`src/rtl/rtc_div_pkg.sv`:
```
package rtc_div_pkg;

    localparam int CHAIN_W  = 15;
    localparam int RATE_W   = 4;
    localparam int UIP_LEAD = 8;

    typedef enum logic [1:0] {
        OSC_OFF  = 2'd0,
        OSC_RUN  = 2'd1,
        OSC_HOLD = 2'd2
    } osc_state_e;

    typedef struct packed {
        logic tick;
        logic xfer;
        logic uip;
    } upd_status_t;

    // Bit 0 of the control field selects a register bank elsewhere.
    function automatic osc_state_e decode_osc(input logic [2:0] ctl);
        case (ctl[2:1])
            2'b01:   return OSC_RUN;
            2'b11:   return OSC_HOLD;
            default: return OSC_OFF;
        endcase
    endfunction

    // Divider bit whose period is the one selected by the rate code.
    // Bit k of the chain has a period of 2^(k+1) oscillator periods.
    function automatic int unsigned tap_of(input logic [RATE_W-1:0] rs);
        case (rs)
            4'd0:    return 0;
            4'd1:    return 6;
            4'd2:    return 7;
            default: return int'(rs) - 2;
        endcase
    endfunction

endpackage

```
`src/rtl/rtc_osc_ctl.sv`:
```
module rtc_osc_ctl
    import rtc_div_pkg::*;
(
    input  logic       clk,
    input  logic       rst,
    input  logic       xtal_lvl,
    input  logic [2:0] ctl,
    output osc_state_e state,
    output logic       tick,
    output logic       lvl_q
);

    always_ff @(posedge clk) begin
        if (rst) lvl_q <= 1'b0;
        else     lvl_q <= xtal_lvl;
    end

    always_comb begin
        state = decode_osc(ctl);
        tick  = (state != OSC_OFF) && xtal_lvl && !lvl_q;
    end

    AST_TICK_SPACED: assert property (@(posedge clk) disable iff (rst)
        tick |=> !tick);

endmodule

```
`src/rtl/rtc_div_core.sv`:
```
module rtc_div_core
    import rtc_div_pkg::*;
#(
    parameter int W    = CHAIN_W,
    parameter int LEAD = UIP_LEAD
) (
    input  logic         clk,
    input  logic         rst,
    input  osc_state_e   state,
    input  logic         tick,
    input  logic         set_hold,
    output logic [W-1:0] chain,
    output upd_status_t  upd
);

    localparam logic [W-1:0] HALF = {1'b1, {(W-1){1'b0}}};
    localparam logic [W-1:0] WARN = HALF - W'(LEAD);

    logic [W-1:0] nxt;
    logic         adv;

    always_comb begin
        nxt = chain + W'(1);
        adv = (state == OSC_RUN) && tick;
    end

    always_ff @(posedge clk) begin
        if (rst) begin
            chain <= '0;
            upd   <= '0;
        end else begin
            upd.tick <= 1'b0;
            upd.xfer <= 1'b0;
            case (state)
                OSC_HOLD: begin
                    chain   <= '0;
                    upd.uip <= 1'b0;
                end
                OSC_RUN: begin
                    if (adv) begin
                        chain <= nxt;
                        if (nxt == HALF) begin
                            upd.tick <= 1'b1;
                            upd.xfer <= !set_hold;
                        end
                    end
                    if (set_hold)                   upd.uip <= 1'b0;
                    else if (adv && nxt == WARN)    upd.uip <= 1'b1;
                    else if (adv && nxt == HALF)    upd.uip <= 1'b0;
                end
                default: upd.uip <= 1'b0;
            endcase
        end
    end

    AST_HOLD_CLEARS: assert property (@(posedge clk) disable iff (rst)
        (state == OSC_HOLD) |=> (chain == '0));
    AST_OFF_FROZEN: assert property (@(posedge clk) disable iff (rst)
        (state == OSC_OFF) |=> $stable(chain));
    AST_UIP_WINDOW: assert property (@(posedge clk) disable iff (rst)
        upd.uip |-> (chain >= WARN && chain < HALF));
    AST_SET_BLOCKS: assert property (@(posedge clk) disable iff (rst)
        set_hold |=> (!upd.uip && !upd.xfer));
    AST_XFER_NEEDS_TICK: assert property (@(posedge clk) disable iff (rst)
        upd.xfer |-> upd.tick);

endmodule

```
`src/rtl/rtc_tap_sel.sv`:
```
module rtc_tap_sel
    import rtc_div_pkg::*;
#(
    parameter int W  = CHAIN_W,
    parameter int RW = RATE_W
) (
    input  logic          clk,
    input  logic          rst,
    input  osc_state_e    state,
    input  logic          tick,
    input  logic [W-1:0]  chain,
    input  logic [RW-1:0] rate_sel,
    input  logic          sq_en,
    input  logic          full_rate,
    input  logic          lvl_q,
    output logic          sq_out,
    output logic          periodic_event
);

    localparam int NCODES = 2 ** RW;

    logic [W-1:0]        nxt;
    logic [NCODES-1:0]   tap_now;
    logic [NCODES-1:0]   tap_nxt;

    assign nxt = chain + W'(1);

    for (genvar r = 0; r < NCODES; r++) begin : g_tap
        if (r == 0) begin : g_off
            assign tap_now[r] = 1'b0;
            assign tap_nxt[r] = 1'b0;
        end else begin : g_on
            assign tap_now[r] = chain[tap_of(RW'(r))];
            assign tap_nxt[r] = nxt[tap_of(RW'(r))];
        end
    end

    always_ff @(posedge clk) begin
        if (rst) periodic_event <= 1'b0;
        else     periodic_event <= (state == OSC_RUN) && tick
                                   && !tap_now[rate_sel] && tap_nxt[rate_sel];
    end

    always_comb begin
        if (state == OSC_OFF)  sq_out = 1'b0;
        else if (full_rate)    sq_out = lvl_q;
        else                   sq_out = sq_en && tap_now[rate_sel];
    end

    AST_PERIODIC_SINGLE: assert property (@(posedge clk) disable iff (rst)
        periodic_event |=> !periodic_event);
    AST_RATE_ZERO_QUIET: assert property (@(posedge clk) disable iff (rst)
        (rate_sel == '0) |=> !periodic_event);
    AST_SQ_AT_EVENT: assert property (@(posedge clk) disable iff (rst)
        (periodic_event && sq_en && !full_rate && $stable(rate_sel)) |-> sq_out);

endmodule

```
`src/rtl/rtc_divchain.sv`:
```
module rtc_divchain
    import rtc_div_pkg::*;
#(
    parameter int W    = CHAIN_W,
    parameter int RW   = RATE_W,
    parameter int LEAD = UIP_LEAD
) (
    input  logic          clk,
    input  logic          rst,
    input  logic          xtal_lvl,
    input  logic [2:0]    osc_mode,
    input  logic [RW-1:0] rate_sel,
    input  logic          sq_en,
    input  logic          full_rate,
    input  logic          set_hold,
    output logic          sq_out,
    output logic          periodic_event,
    output logic          update_tick,
    output logic          update_xfer,
    output logic          uip
);

    osc_state_e   state;
    logic         tick;
    logic         lvl_q;
    logic [W-1:0] chain;
    upd_status_t  upd;

    rtc_osc_ctl u_osc (
        .clk   (clk),
        .rst   (rst),
        .xtal_lvl(xtal_lvl),
        .ctl   (osc_mode),
        .state (state),
        .tick  (tick),
        .lvl_q (lvl_q)
    );

    rtc_div_core #(.W(W), .LEAD(LEAD)) u_core (
        .clk     (clk),
        .rst     (rst),
        .state   (state),
        .tick    (tick),
        .set_hold(set_hold),
        .chain   (chain),
        .upd     (upd)
    );

    rtc_tap_sel #(.W(W), .RW(RW)) u_tap (
        .clk           (clk),
        .rst           (rst),
        .state         (state),
        .tick          (tick),
        .chain         (chain),
        .rate_sel      (rate_sel),
        .sq_en         (sq_en),
        .full_rate     (full_rate),
        .lvl_q         (lvl_q),
        .sq_out        (sq_out),
        .periodic_event(periodic_event)
    );

    assign update_tick = upd.tick;
    assign update_xfer = upd.xfer;
    assign uip         = upd.uip;

    AST_UPDATE_SINGLE: assert property (@(posedge clk) disable iff (rst)
        update_tick |=> !update_tick);
    AST_UIP_FALLS_AT_UPDATE: assert property (@(posedge clk) disable iff (rst)
        (update_tick && !$past(set_hold)) |-> !uip);

endmodule

```
`config.mk`:
```
export PLATFORM = sky130hd
export DESIGN_NAME = rtc_divchain
export DESIGN_NICKNAME = d
export VERILOG_FILES = /design/src/rtl/rtc_div_pkg.sv /design/src/rtl/rtc_osc_ctl.sv /design/src/rtl/rtc_div_core.sv /design/src/rtl/rtc_tap_sel.sv /design/src/rtl/rtc_divchain.sv
export SDC_FILE = /design/constraint.sdc
export NUM_CORES = 1
export LEC_CHECK = 0
export ABC_CLOCK_PERIOD_IN_PS = 2670
export BUFFER_PORTS_ARGS = -buffer_cell sky130_fd_sc_hd__clkbuf_2
export CORE_AREA = 4 4 61 63
export CTS_CLUSTER_SIZE = 28
export DETAILED_ROUTE_END_ITERATION = 16
export DIE_AREA = 0 0 65 67
export PLACE_DENSITY = 0.81
export SYNTH_ARGS = -nofsm -noshare
export SYNTH_HDL_FRONTEND = slang
export SYNTH_SLANG_ARGS = --single-unit
```
`constraint.sdc`:
```
create_clock -name clk -period 2.67 [get_ports clk]
set_input_delay 0.4005 -clock clk [delete_from_list [all_inputs] [get_ports clk]]
set_output_delay 0.4005 -clock clk [all_outputs]
set_load 0.02 [all_outputs]
```
==> summary.txt, run 1 <==
Run status
  – Result of the run: finished clean

Synthesis
  – Post-synth ARST share: 0%
  – Area contributors post-synth: sky130_fd_sc_hd__dfxtp_1, sky130_fd_sc_hd__o21ai_0, sky130_fd_sc_hd__xnor2_1
  – Gate Count Post-Synth: 233
  – Synth warnings: 0
  – Avg Synthesized Cell Area: 7.93 sq um
  – Count of cell types in the netlist: 59
  – Count leader, synth: sky130_fd_sc_hd__nor2_1
  – Area fraction of the dominant cell type after synthesis: 21.7%
  – Number of storage elements in the synthesis netlist: 20
  – Synth Flop Type: sky130_fd_sc_hd__dfxtp_1
  – Post-synthesis instance area: 1850 sq um
  – EDFF count, synth: 0
  – Post-synth top area cell: sky130_fd_sc_hd__dfxtp_1
  – List of most frequent post-synthesis cells: sky130_fd_sc_hd__nor2_1, sky130_fd_sc_hd__dfxtp_1, sky130_fd_sc_hd__nand2_1, sky130_fd_sc_hd__o21ai_0, sky130_fd_sc_hd__clkbuf_1
  – Syn Nets: 247
  – Share of synthesized area occupied by flip-flops and latches: 21.7%

Setup path
  – First element of the critical path: u_core.chain[9]
  – Highest fanout seen on the critical path: 9
  – Termination of the worst setup path: sq_out
  – Type of destination of the critical path: output pin
  – Data required, critical path: 2.27 ns
  – Critical path class: flip-flop to output pin
  – RR Startpoint: u_core.chain[0]
  – R2R setup slack: 0.34 ns
  – Arrival time of data at the critical path endpoint: 2.12 ns
  – Element type at the critical path start: flip-flop
  – Cells on worst reg2reg path: 8
  – End of the worst register-to-register path: u_core.upd[1]

Floorplan
  – Cell Rows: 21
  – Area of the die: 4360 sq um
  – Core footprint: 3230 sq um
  – Die outline height: 67 um
  – Top-Level Pins: 18
  – Starting utilization of the core area: 57.1%
  – Die width: 65 um

Clock tree
  – Clock insertion delay at the later pin of the skew report: 0.31 ns
  – Clk sinks: 20
  – # H-tree levels: 1
  – Clk Tree Root Cell: sky130_fd_sc_hd__clkbuf_4
  – Buffers inserted by post-CTS timing repair: 0
  – CTS tree: yes
  – Clock Tree Buf Depth: 2
  – Total clock buffers created by CTS: 3
  – Post-CTS clock slew at the launch and capture registers of the worst setup and hold paths: 0.12 ns

Min path
  – Hold path cells: 2
  – Hold/Removal Path Class: input pin to flip-flop

Pwr
  – Maximum resistive drop on vdd: 0.186 mV
  – Power density normalized to cell area: 318 nW/um^2
  – Leakage power: 0.764 nW

Cells and area
  – Footprint of the multi-input gates: 1250 sq um
  – Fillcell total: 315
  – Fraction of layout instances using a drive strength above 1: 18.0%
  – FF+latch area: 404 sq um
  – Antenna diode instance count: 0
  – Nets: 254
  – Final design utilization: 59.8%
  – Layout Area Growth over Synthesis: 4.67%

Global route
  – Global-route wire length before repair: 7.53 mm
  – Pin count of the biggest net entering global routing: 16
  – Overall routing resource usage: 22.1%
  – Initial antenna violation count: 0
  – Total grt overflow: 0
  – Vias in the first global route: 1570

Drt
  – Number of design-rule violations left by the first detailed-router iteration: 166
  – Wire per inst: 15.5 um
  – Remaining routing DRC violations: 0
  – Via count: 1749
  – Wire length reported by the detailed router: 4.42 mm
  – Detail-routed via count per cell: 6.14
  – Antenna Violating Nets Remaining: 0
  – First-pass detailed-route iteration total: 5

STA
  – Setup TNS: 0 ns
  – Worst max-slew margin expressed relative to the limit: 64.1%
  – Period minus WS final: 2.53 ns
  – Fin. Hold Viols: 0
  – Top achievable clock speed: 0.396 GHz
  – Largest clock skew in the final design: 0.00234 ns
  – RSZ-0062 raised after global routing: false
  – Tcrit/Tclk final: 94.6%
  – Final count of pins violating max slew: 0
  – Measured slew at the worst slew-check pin: 0.533 ns
  – Finish-stage setup viols: 0

Placement
  – Final weighted congestion of routability-driven global placement: 0.866
  – HPWL after DPL: 3.27 mm
  – Count of port buffers added during placement: 16

Job
  – Maximum Capacitance Violations: 0
critical path: stages (launching register included):
cell and delay [ns]:
sky130_fd_sc_hd__dfxtp_1 0.62, sky130_fd_sc_hd__mux4_2 0.35, sky130_fd_sc_hd__mux2i_1 0.07, sky130_fd_sc_hd__o22ai_1 0.28, sky130_fd_sc_hd__nand3b_1 0.12, sky130_fd_sc_hd__a21boi_0 0.17
sky130_fd_sc_hd__clkbuf_2 0.19
cell families (layout without fill, tap and decap cells):
group / after synthesis / in the layout / share of synthesized area, %
adder cells (fa/ha/maj): 1 / 1 / 0.677
XOR/XNOR: 17 / 17 / 8.06
flip-flops: 20 / 20 / 21.7
buffers and inverters: 30 / 36 / 10.7
AO/OA/AOI/OAI: 60 / 60 / 21.8
multiplexers: 5 / 5 / 5.15
AND/OR/NAND/NOR: 100 / 100 / 31.9
power breakdown:
part / internal, W / switching, W / leakage, nW
Clock: 0.000152 / 0.000104 / 0.0279
Combinational: 0.0000216 / 0.0000354 / 0.573
Sequential: 0.000300 / 0.00000172 / 0.163
metal layers:
layer / vias to the layer above / GRT usage [%] / share of wire [%]
met5: - / 0 / 0
met2: 70 / 36.0 / 47
met1: 808 / 30.6 / 46
met3: 4 / 2.53 / 6.4
met4: 0 / 6.07 / 1.2
li1: 867 / - / -
through the flow:
step	cell area [sq um]	setup slack (ns)	hold WS [ns]	power, W	cells
floorplan	1850	0.517	0.467	0.000347	233
global placement	1880	0.408	0.485	0.000364	281
detailed placement	1880	0.350	0.499	0.000365	281
CTS	1930	0.121	0.252	0.000619	285
global route	1930	0.000679	0.246	0.000639	285
finish	1930	0.145	0.250	0.000615	285
sequential cells by signal, indices dropped and copies added (netlist names):
register / count
u_osc.lvl_q: 1
u_core.chain: 15
u_core.upd: 3
u_tap.periodic_event: 1
worst min-delay path by stage:
stage / from / endpoint
floorplan: u_core.chain[14] / u_core.chain[14]
global placement: u_core.chain[14] / u_core.chain[14]
detailed placement: u_core.chain[14] / u_core.chain[14]
CTS: set_hold / u_core.upd[1]
global route: set_hold / u_core.upd[1]
finish: set_hold / u_core.upd[1]
placed cells by master, fill, tap and decap left out, types with 3 or more instances in the layout:
cell and instances:
sky130_fd_sc_hd__nand3_1 11, sky130_fd_sc_hd__dfxtp_1 17, sky130_fd_sc_hd__dfxtp_2 3, sky130_fd_sc_hd__nor3_1 7
sky130_fd_sc_hd__nor2_1 23, sky130_fd_sc_hd__nand4_1 7, sky130_fd_sc_hd__a21oi_1 9, sky130_fd_sc_hd__o31ai_1 7
sky130_fd_sc_hd__buf_4 8, sky130_fd_sc_hd__nand3b_1 3, sky130_fd_sc_hd__xnor2_1 10, sky130_fd_sc_hd__xor2_1 7
sky130_fd_sc_hd__o41ai_1 3, sky130_fd_sc_hd__inv_1 8, sky130_fd_sc_hd__nand2_1 19, sky130_fd_sc_hd__o21ai_0 18
sky130_fd_sc_hd__clkbuf_2 16, sky130_fd_sc_hd__clkbuf_4 3, sky130_fd_sc_hd__nor2b_1 5
layout make-up:
class | instances | area share, %
Sequential cell | 20 | 20.9
Inverter | 8 | 1.55
Clock buffer | 3 | 1.17
Tap cell | 46 | 2.98
Timing Repair Buffer | 24 | 7.25
Multi-Input combinational cell | 183 | 64.6
Clock inverter | 1 | 1.55
timing repair:
| item | 4_1_cts | 5_1_grt |
|---|---|---|
| gates resized for setup | 0 | 3 |
| setup endpoints to repair | 0 | 1 |
| hold buffers | 0 | 0 |
(Power assumes the default switching activity.)
==> run 2, diff against run 1 <==
--- a/config.mk
+++ b/config.mk
@@ -5,12 +5,12 @@
 export SDC_FILE = /design/constraint.sdc
 export NUM_CORES = 1
 export LEC_CHECK = 0
+export ABC_AREA = 1
 export ABC_CLOCK_PERIOD_IN_PS = 2670
 export BUFFER_PORTS_ARGS = -buffer_cell sky130_fd_sc_hd__clkbuf_2
-export CORE_AREA = 4 4 61 63
-export CTS_CLUSTER_SIZE = 28
+export CORE_AREA = 4 4 57 59
 export DETAILED_ROUTE_END_ITERATION = 16
-export DIE_AREA = 0 0 65 67
+export DIE_AREA = 0 0 61 63
 export PLACE_DENSITY = 0.81
 export SYNTH_ARGS = -nofsm -noshare
 export SYNTH_HDL_FRONTEND = slang
==> summary.txt, run 2 <==
Drt
  – Detail-routed via count per cell: 5.66 (-7.7%)
  – Via count: 1756 (+0.40%)
  – Antenna Violating Nets Remaining: 0 (unchanged)
  – Wire per inst: 13.4 um (-14%)
  – Remaining routing DRC violations: 0 (unchanged)
  – Wire length reported by the detailed router: 4.14 mm (-6.4%)
  – First-pass detailed-route iteration total: 5 (unchanged)
  – Number of design-rule violations left by the first detailed-router iteration: 218 (+31%)

Clock tree
  – Total clock buffers created by CTS: 3 (unchanged)
  – Clk Tree Root Cell: sky130_fd_sc_hd__clkbuf_4
  – Post-CTS clock slew at the launch and capture registers of the worst setup and hold paths: 0.13 ns (about the same)
  – CTS tree: yes
  – Clock insertion delay at the later pin of the skew report: 0.30 ns (about the same)
  – Clk sinks: 20 (unchanged)
  – # H-tree levels: 1 (unchanged)
  – Post-cts resize count: 0 (unchanged)
  – Buffers inserted by post-CTS timing repair: 0 (unchanged)
  – Hold-fix buffer count after cts: 0 (unchanged)
  – Clock Tree Buf Depth: 2 (unchanged)

Synthesis
  – Post-synth top area cell: sky130_fd_sc_hd__dfxtp_1
  – List of most frequent post-synthesis cells: sky130_fd_sc_hd__nand2_1, sky130_fd_sc_hd__nand3_1, sky130_fd_sc_hd__nor2_1, sky130_fd_sc_hd__inv_1, sky130_fd_sc_hd__dfxtp_1
  – Avg Synthesized Cell Area: 5.85 sq um (-26%)
  – Count leader, synth: sky130_fd_sc_hd__nand2_1
  – Post-synthesis instance area: 1560 sq um (-15%)
  – Synth warnings: 0 (unchanged)
  – Number of storage elements in the synthesis netlist: 20 (unchanged)
  – Area contributors post-synth: sky130_fd_sc_hd__dfxtp_1, sky130_fd_sc_hd__nand2_1, sky130_fd_sc_hd__nand3_1
  – Count of cell types in the netlist: 26 (-56%)
  – Post-synth ARST share: 0% (unchanged)
  – EDFF count, synth: 0 (unchanged)
  – Share of synthesized area occupied by flip-flops and latches: 25.6% (+4.0 points)
  – Syn Nets: 281 (+14%)
  – Area fraction of the dominant cell type after synthesis: 25.6% (+4.0 points)
  – Gate Count Post-Synth: 267 (+15%)
  – Synth Flop Type: sky130_fd_sc_hd__dfxtp_1

STA
  – Setup TNS: 0 ns (unchanged)
  – Period minus WS final: 2.21 ns (-0.312 ns)
  – Worst-case hold slack: 0.288 ns (+0.0382 ns)
  – Final count of pins violating max slew: 0 (unchanged)
  – RSZ-0062 raised after global routing: false
  – Largest clock skew in the final design: 0.00910 ns (+0.00676 ns)
  – Tcrit/Tclk final: 82.9% (-12 points)
  – Measured slew at the worst slew-check pin: 0.488 ns (-0.0452 ns)
  – Finish-stage setup viols: 0 (unchanged)
  – Fin. Hold Viols: 0 (unchanged)
  – Worst max-slew margin expressed relative to the limit: 67.4% (+3.4 points)
  – Top achievable clock speed: 0.452 GHz (+14%)

Setup path
  – Critical path class: flip-flop to output pin
  – Arrival time of data at the critical path endpoint: 1.81 ns (-0.31 ns)
  – Slowest-stage cell, CP: sky130_fd_sc_hd__dfxtp_1
  – Element type at the critical path start: flip-flop
  – Maximum single-stage delay on the critical path: 0.46 ns (-0.16 ns)
  – Highest fanout seen on the critical path: 6 (-3)
  – Cell type with the highest occurrence count on the critical path: sky130_fd_sc_hd__a21oi_1
  – Type of destination of the critical path: output pin
  – Data required, critical path: 2.27 ns (about the same)
  – Critical path, cell by cell: inv_1 -> a21oi_1 -> o21ai_0 -> o211ai_1 -> nand3_1 -> nand2_1 -> nand3b_1 -> a21oi_1 -> clkbuf_2
  – R2R setup slack: 0.72 ns (+0.38 ns)

Global route
  – Initial antenna violation count: 0 (unchanged)
  – Overall routing resource usage: 22.4% (+0.27 points)
  – Vias in the first global route: 1490 (-5.1%)
  – Global-route wire length before repair: 6.81 mm (-9.5%)
  – Total grt overflow: 0 (unchanged)
  – Pin count of the biggest net entering global routing: 18 (+2)

Floorplan
  – Top-Level Pins: 18 (unchanged)
  – Starting utilization of the core area: 57.6% (+0.47 points)
  – Die outline height: 63 um (-6.0%)
  – Core footprint: 2710 sq um (-16%)
  – Area of the die: 3840 sq um (-12%)
  – Cell Rows: 19 (-9.5%)
  – Die width: 61 um (-6.2%)

Cells and area
  – Antenna diode instance count: 0 (unchanged)
  – Non-Filler Instances: 310 (+8.8%)
  – Fillcell total: 278 (-12%)
  – Largest register by flop count: u_core.chain
  – Fraction of layout instances using a drive strength above 1: 13.6% (-4.4 points)
  – Nets: 294 (+16%)
  – Most common cell after layout, fill and taps aside: sky130_fd_sc_hd__nand2_1
  – Largest registers: u_core.chain (15), u_core.upd (3)
  – Layout Area Growth over Synthesis: 8.57%
  – Final design utilization: 62.6% (+2.7 points)
  – Commonest cells after routing, fill and taps aside: sky130_fd_sc_hd__nand2_1, sky130_fd_sc_hd__nand3_1, sky130_fd_sc_hd__nor2_1
  – Flip-flop count of the largest register after layout: 15 (unchanged)

Pwr
  – Design Power: 0.000619 W (+0.71%)
  – Maximum resistive drop on vdd: 0.351 mV (+88%)
  – Power density normalized to cell area: 365 nW/um^2 (+15%)
  – Leakage power: 0.737 nW (-3.5%)

Placement
  – Count of port buffers added during placement: 16 (unchanged)
  – Final weighted congestion of routability-driven global placement: 0.926 (+6.9%)
  – HPWL after DPL: 3.08 mm (-5.8%)
  – Number of instances in the placed design: 306 (+8.9%)

Run status
  – Result of the run: finished clean

Min path
  – Hold/Removal Path Class: input pin to flip-flop

Job
  – Maximum Capacitance Violations: 0 (unchanged)
-- run 2: cell count changes in the layout (fill, tap and decap cells not counted), moves of 5 or more --
| cell | change |
|---|---|
| sky130_fd_sc_hd__buf_4 | -6 |
| sky130_fd_sc_hd__inv_1 | +22 |
| sky130_fd_sc_hd__nand2_1 | +48 |
| sky130_fd_sc_hd__nand2_2 | +6 |
| sky130_fd_sc_hd__nand3_1 | +32 |
| sky130_fd_sc_hd__nor2_1 | +11 |
| sky130_fd_sc_hd__nor2b_1 | -5 |
| sky130_fd_sc_hd__nor3_1 | -7 |
| sky130_fd_sc_hd__o31ai_1 | -7 |
| sky130_fd_sc_hd__xnor2_1 | -10 |
| sky130_fd_sc_hd__xor2_1 | -6 |
-- run 2: final timing paths --
kind | start | end | cells after the start
worst max register to register | u_core.chain[0] | u_core.upd[0] | 10
worst max-delay path | u_core.chain[8] | sq_out | 9
worst min register to register | u_core.upd[0] | u_core.upd[0] | 2
worst min-delay path | xtal_lvl | u_osc.lvl_q | 3
-- run 2: stage by stage --
step	worst slack (ns)	cell area, sq um
2_1_floorplan	0.674	1560
3_3_place_gp	0.590	1640
3_5_place_dp	0.561	1640
4_1_cts	0.464	1700
5_1_grt	0.312	1700
6_report	0.457	1700
-- run 2: layer usage --
layer / GRT usage, % / up-vias / wire [um]
li1: - / 907 / -
met3: 2.89 / 4 / 286
met1: 33.3 / 778 / 1930
met5: 0 / - / 0
met4: 5.15 / 0 / 31
met2: 33.6 / 67 / 1890
-- run 2: kinds of logic after synthesis --
family	Yosys count	synth area share, %
simple gates	169	49.8
buf+inv	42	11.1
compound gates	34	12.2
flops	20	25.6
xor+xnor	1	0.561
fa+ha+maj	1	0.801
-- run 2: critical path, delay by kind of cell (launching register included) --
kind / cells / cell delay (ns)
flip-flops: 1 / 0.46
AO/OA/AOI/OAI: 4 / 0.44
AND/OR/NAND/NOR: 3 / 0.32
buffers and inverters: 2 / 0.29
-- run 2: report_power, final --
group / switching [W] / total, W / internal [W] / leakage [nW]
clock: 0.000100 / 0.000252 / 0.000152 / 0.0279
combinational: 0.0000431 / 0.0000653 / 0.0000222 / 0.548
sequential: 0.00000194 / 0.000302 / 0.000300 / 0.161
-- run 2: area by class of cell --
cell class                 instances  area (sq um)  area share [%]
clock inverter                     1          30.0            1.77
multi-input combinational        205           988            58.3
tap                               31          38.8            2.29
inverter                          32           120            7.08
sequential                        20           400            23.6
clock buffer                       3          22.5            1.33
timing repair buffer              18          95.1            5.61
==> run 3, diff against run 2 <==
--- a/config.mk
+++ b/config.mk
@@ -6,12 +6,12 @@
 export NUM_CORES = 1
 export LEC_CHECK = 0
 export ABC_AREA = 1
-export ABC_CLOCK_PERIOD_IN_PS = 2670
+export ABC_CLOCK_PERIOD_IN_PS = 1800
 export BUFFER_PORTS_ARGS = -buffer_cell sky130_fd_sc_hd__clkbuf_2
-export CORE_AREA = 4 4 57 59
+export CORE_AREA = 4 4 60 62
 export DETAILED_ROUTE_END_ITERATION = 16
-export DIE_AREA = 0 0 61 63
-export PLACE_DENSITY = 0.81
+export DIE_AREA = 0 0 64 66
+export PLACE_DENSITY = 0.77
 export SYNTH_ARGS = -nofsm -noshare
 export SYNTH_HDL_FRONTEND = slang
 export SYNTH_SLANG_ARGS = --single-unit
==> constraint.sdc (replaced) <==
create_clock -name clk -period 1.8 [get_ports clk]
set_input_delay 0.27 -clock clk [delete_from_list [all_inputs] [get_ports clk]]
set_output_delay 0.27 -clock clk [all_outputs]
set_load 0.02 [all_outputs]
==> summary.txt, run 3 (synthesized netlist as in run 2, its figures left out) <==
Run status
  – Result of the run: finished with violations
  – Violations in the final reports: negative setup slack

Placement
  – Number of instances in the placed design: 327 (+6.9%)
  – HPWL after DPL: 3.27 mm (+6.2%)
  – Final weighted congestion of routability-driven global placement: 0.911 (-1.6%)
  – Minimum setup slack after placement: 0.00969 ns (-0.552 ns)
  – Count of port buffers added during placement: 16 (unchanged)

STA
  – Fin. Hold Viols: 0 (unchanged)
  – Finish-stage setup viols: 1 (+1)
  – Final WS setup: -0.0778 ns (-0.535 ns)
  – Setup TNS: -0.0778 ns (-0.0778 ns)
  – Largest clock skew in the final design: 0.0218 ns (+0.0127 ns)
  – Tcrit/Tclk final: 104%
  – Period minus WS final: 1.88 ns
  – Worst max-slew margin expressed relative to the limit: 74.8% (+7.4 points)
  – Final count of pins violating max slew: 0 (unchanged)
  – RSZ-0062 raised after global routing: true
  – Top achievable clock speed: 0.533 GHz
  – Measured slew at the worst slew-check pin: 0.377 ns (-0.111 ns)

Floorplan
  – Die width: 64 um (+4.9%)
  – Die outline height: 66 um (+4.8%)
  – Starting utilization of the core area: 51.6% (-6.0 points)
  – Area of the die: 4220 sq um (+9.9%)
  – Core footprint: 3030 sq um (+12%)
  – Cell Rows: 20 (+1)
  – Top-Level Pins: 18 (unchanged)

Cells and area
  – Non-Filler Instances: 337 (+8.7%)
  – Layout Area Growth over Synthesis: 20.3%
  – Nets: 308 (+4.8%)
  – Antenna diode instance count: 0 (unchanged)
  – Largest registers: u_core.chain (15), u_core.upd (3)
  – Most common cell after layout, fill and taps aside: sky130_fd_sc_hd__nand2_1
  – Flip-flop count of the largest register after layout: 15 (unchanged)
  – Commonest cells after routing, fill and taps aside: sky130_fd_sc_hd__nand2_1, sky130_fd_sc_hd__nand3_1, sky130_fd_sc_hd__nor2_1
  – Largest register by flop count: u_core.chain
  – Final design utilization: 62.0% (-0.53 points)
  – Fraction of layout instances using a drive strength above 1: 24.6% (+11 points)

Pwr
  – Maximum resistive drop on vdd: 0.325 mV (-7.4%)
  – Design Power: 0.000932 W (+50%)
  – Leakage power: 0.820 nW (+11%)
  – Power density normalized to cell area: 496 nW/um^2 (+36%)

Drt
  – Top routing layer in use: met4
  – Number of design-rule violations left by the first detailed-router iteration: 240 (+10%)
  – Detail-routed via count per cell: 5.39 (-4.9%)
  – Routed metal-1 wirelength: 2.02 mm (+4.3%)
  – First-pass detailed-route iteration total: 4 (-1)
  – Antenna Violating Nets Remaining: 0 (unchanged)
  – Length of routed met3 wiring: 297 um (+3.8%)
  – Met2 WL post-DR: 1.94 mm (+2.7%)
  – Via count: 1816 (+3.4%)
  – Remaining routing DRC violations: 0 (unchanged)
  – Wire per inst: 12.8 um (-4.5%)
  – Wire length reported by the detailed router: 4.30 mm (+3.8%)

Setup path
  – Type of destination of the critical path: output pin
  – Element type at the critical path start: flip-flop
  – R2R setup slack: 0.03 ns (-0.69 ns)
  – Arrival time of data at the critical path endpoint: 1.61 ns (-0.20 ns)
  – Data required, critical path: 1.53 ns (-0.74 ns)
  – Highest fanout seen on the critical path: 2 (-4)
  – Critical path class: flip-flop to output pin

Clock tree
  – Clk Tree Root Cell: sky130_fd_sc_hd__clkbuf_4
  – # H-tree levels: 1 (unchanged)
  – Clock Tree Buf Depth: 2 (unchanged)
  – Total clock buffers created by CTS: 3 (unchanged)
  – Clk sinks: 20 (unchanged)
  – Hold-fix buffer count after cts: 0 (unchanged)
  – Post-CTS clock slew at the launch and capture registers of the worst setup and hold paths: 0.13 ns (about the same)
  – Clock insertion delay at the later pin of the skew report: 0.32 ns (+0.02 ns)
  – CTS tree: yes

Global route
  – Initial antenna violation count: 0 (unchanged)
  – Vias in the first global route: 1551 (+4.1%)
  – Overall routing resource usage: 21.6% (-0.76 points)
  – Total grt overflow: 0 (unchanged)
  – Global-route wire length before repair: 7.29 mm (+7.0%)
  – Pin count of the biggest net entering global routing: 18 (unchanged)

Job
  – Maximum Capacitance Violations: 0 (unchanged)

Min path
  – Hold/Removal Path Class: input pin to flip-flop
[run 3: cell count changes in the layout (fill, tap and decap cells not counted), moves of 2 or more]
cell	change
sky130_fd_sc_hd__a21oi_1	-2
sky130_fd_sc_hd__a21oi_2	+2
sky130_fd_sc_hd__buf_4	+13
sky130_fd_sc_hd__dfxtp_1	-12
sky130_fd_sc_hd__dfxtp_2	+8
sky130_fd_sc_hd__dfxtp_4	+4
sky130_fd_sc_hd__inv_1	-4
sky130_fd_sc_hd__inv_2	+3
sky130_fd_sc_hd__o21ai_0	-5
sky130_fd_sc_hd__o21ai_1	+4
[run 3: path summary, 6_finish.rpt]
kind                    from       endpoint  cells past startpoint
max          u_core.chain[1]         sq_out                      8
min                 xtal_lvl    u_osc.lvl_q                      3
max reg2reg  u_core.chain[0]  u_core.upd[0]                     10
min reg2reg    u_core.upd[0]  u_core.upd[0]                      2
[run 3: critical path, cell delays in order, from the launching register on]
cell,delay [ns]
sky130_fd_sc_hd__dfxtp_2,0.36
sky130_fd_sc_hd__buf_6,0.09
sky130_fd_sc_hd__o21ai_2,0.04
sky130_fd_sc_hd__o211ai_1,0.19
sky130_fd_sc_hd__nand3_1,0.13
sky130_fd_sc_hd__nand2_2,0.11
sky130_fd_sc_hd__nand3b_1,0.08
sky130_fd_sc_hd__a21oi_1,0.13
sky130_fd_sc_hd__buf_4,0.15
[run 3: report_power, final]
group          internal (W)  switching [W]
combinational     0.0000458      0.0000716
sequential         0.000439     0.00000141
clock              0.000225       0.000149
[run 3: area by class of cell]
class,count,area (sq um)
timing repair buffer,32,219
clock buffer,3,22.5
multi-input combinational,205,1000
sequential,20,425
clock inverter,1,30.0
tap,44,55.1
fill,297,1150
inverter,32,124
[run 3: routing by layer]
metal  track usage [%]  vias up
met5                 0        -
met4              6.20        0
met3              3.06        5
met2              33.0       65
met1              31.2      812
li1                  -      934
[run 3: what timing repair did]
action	in CTS	in global routing
endpoints found under the hold margin	0	0
setup buffers	5	1
resized for setup	28	4
endpoints found under the setup margin	1	5
pin swaps	8	6
[run 3: through the flow]
step,area (sq um),hold WS [ns]
global placement,1730,0.450
finish,1880,0.146
CTS,1870,0.147
floorplan,1560,0.339
detailed placement,1730,0.459
global route,1880,0.161
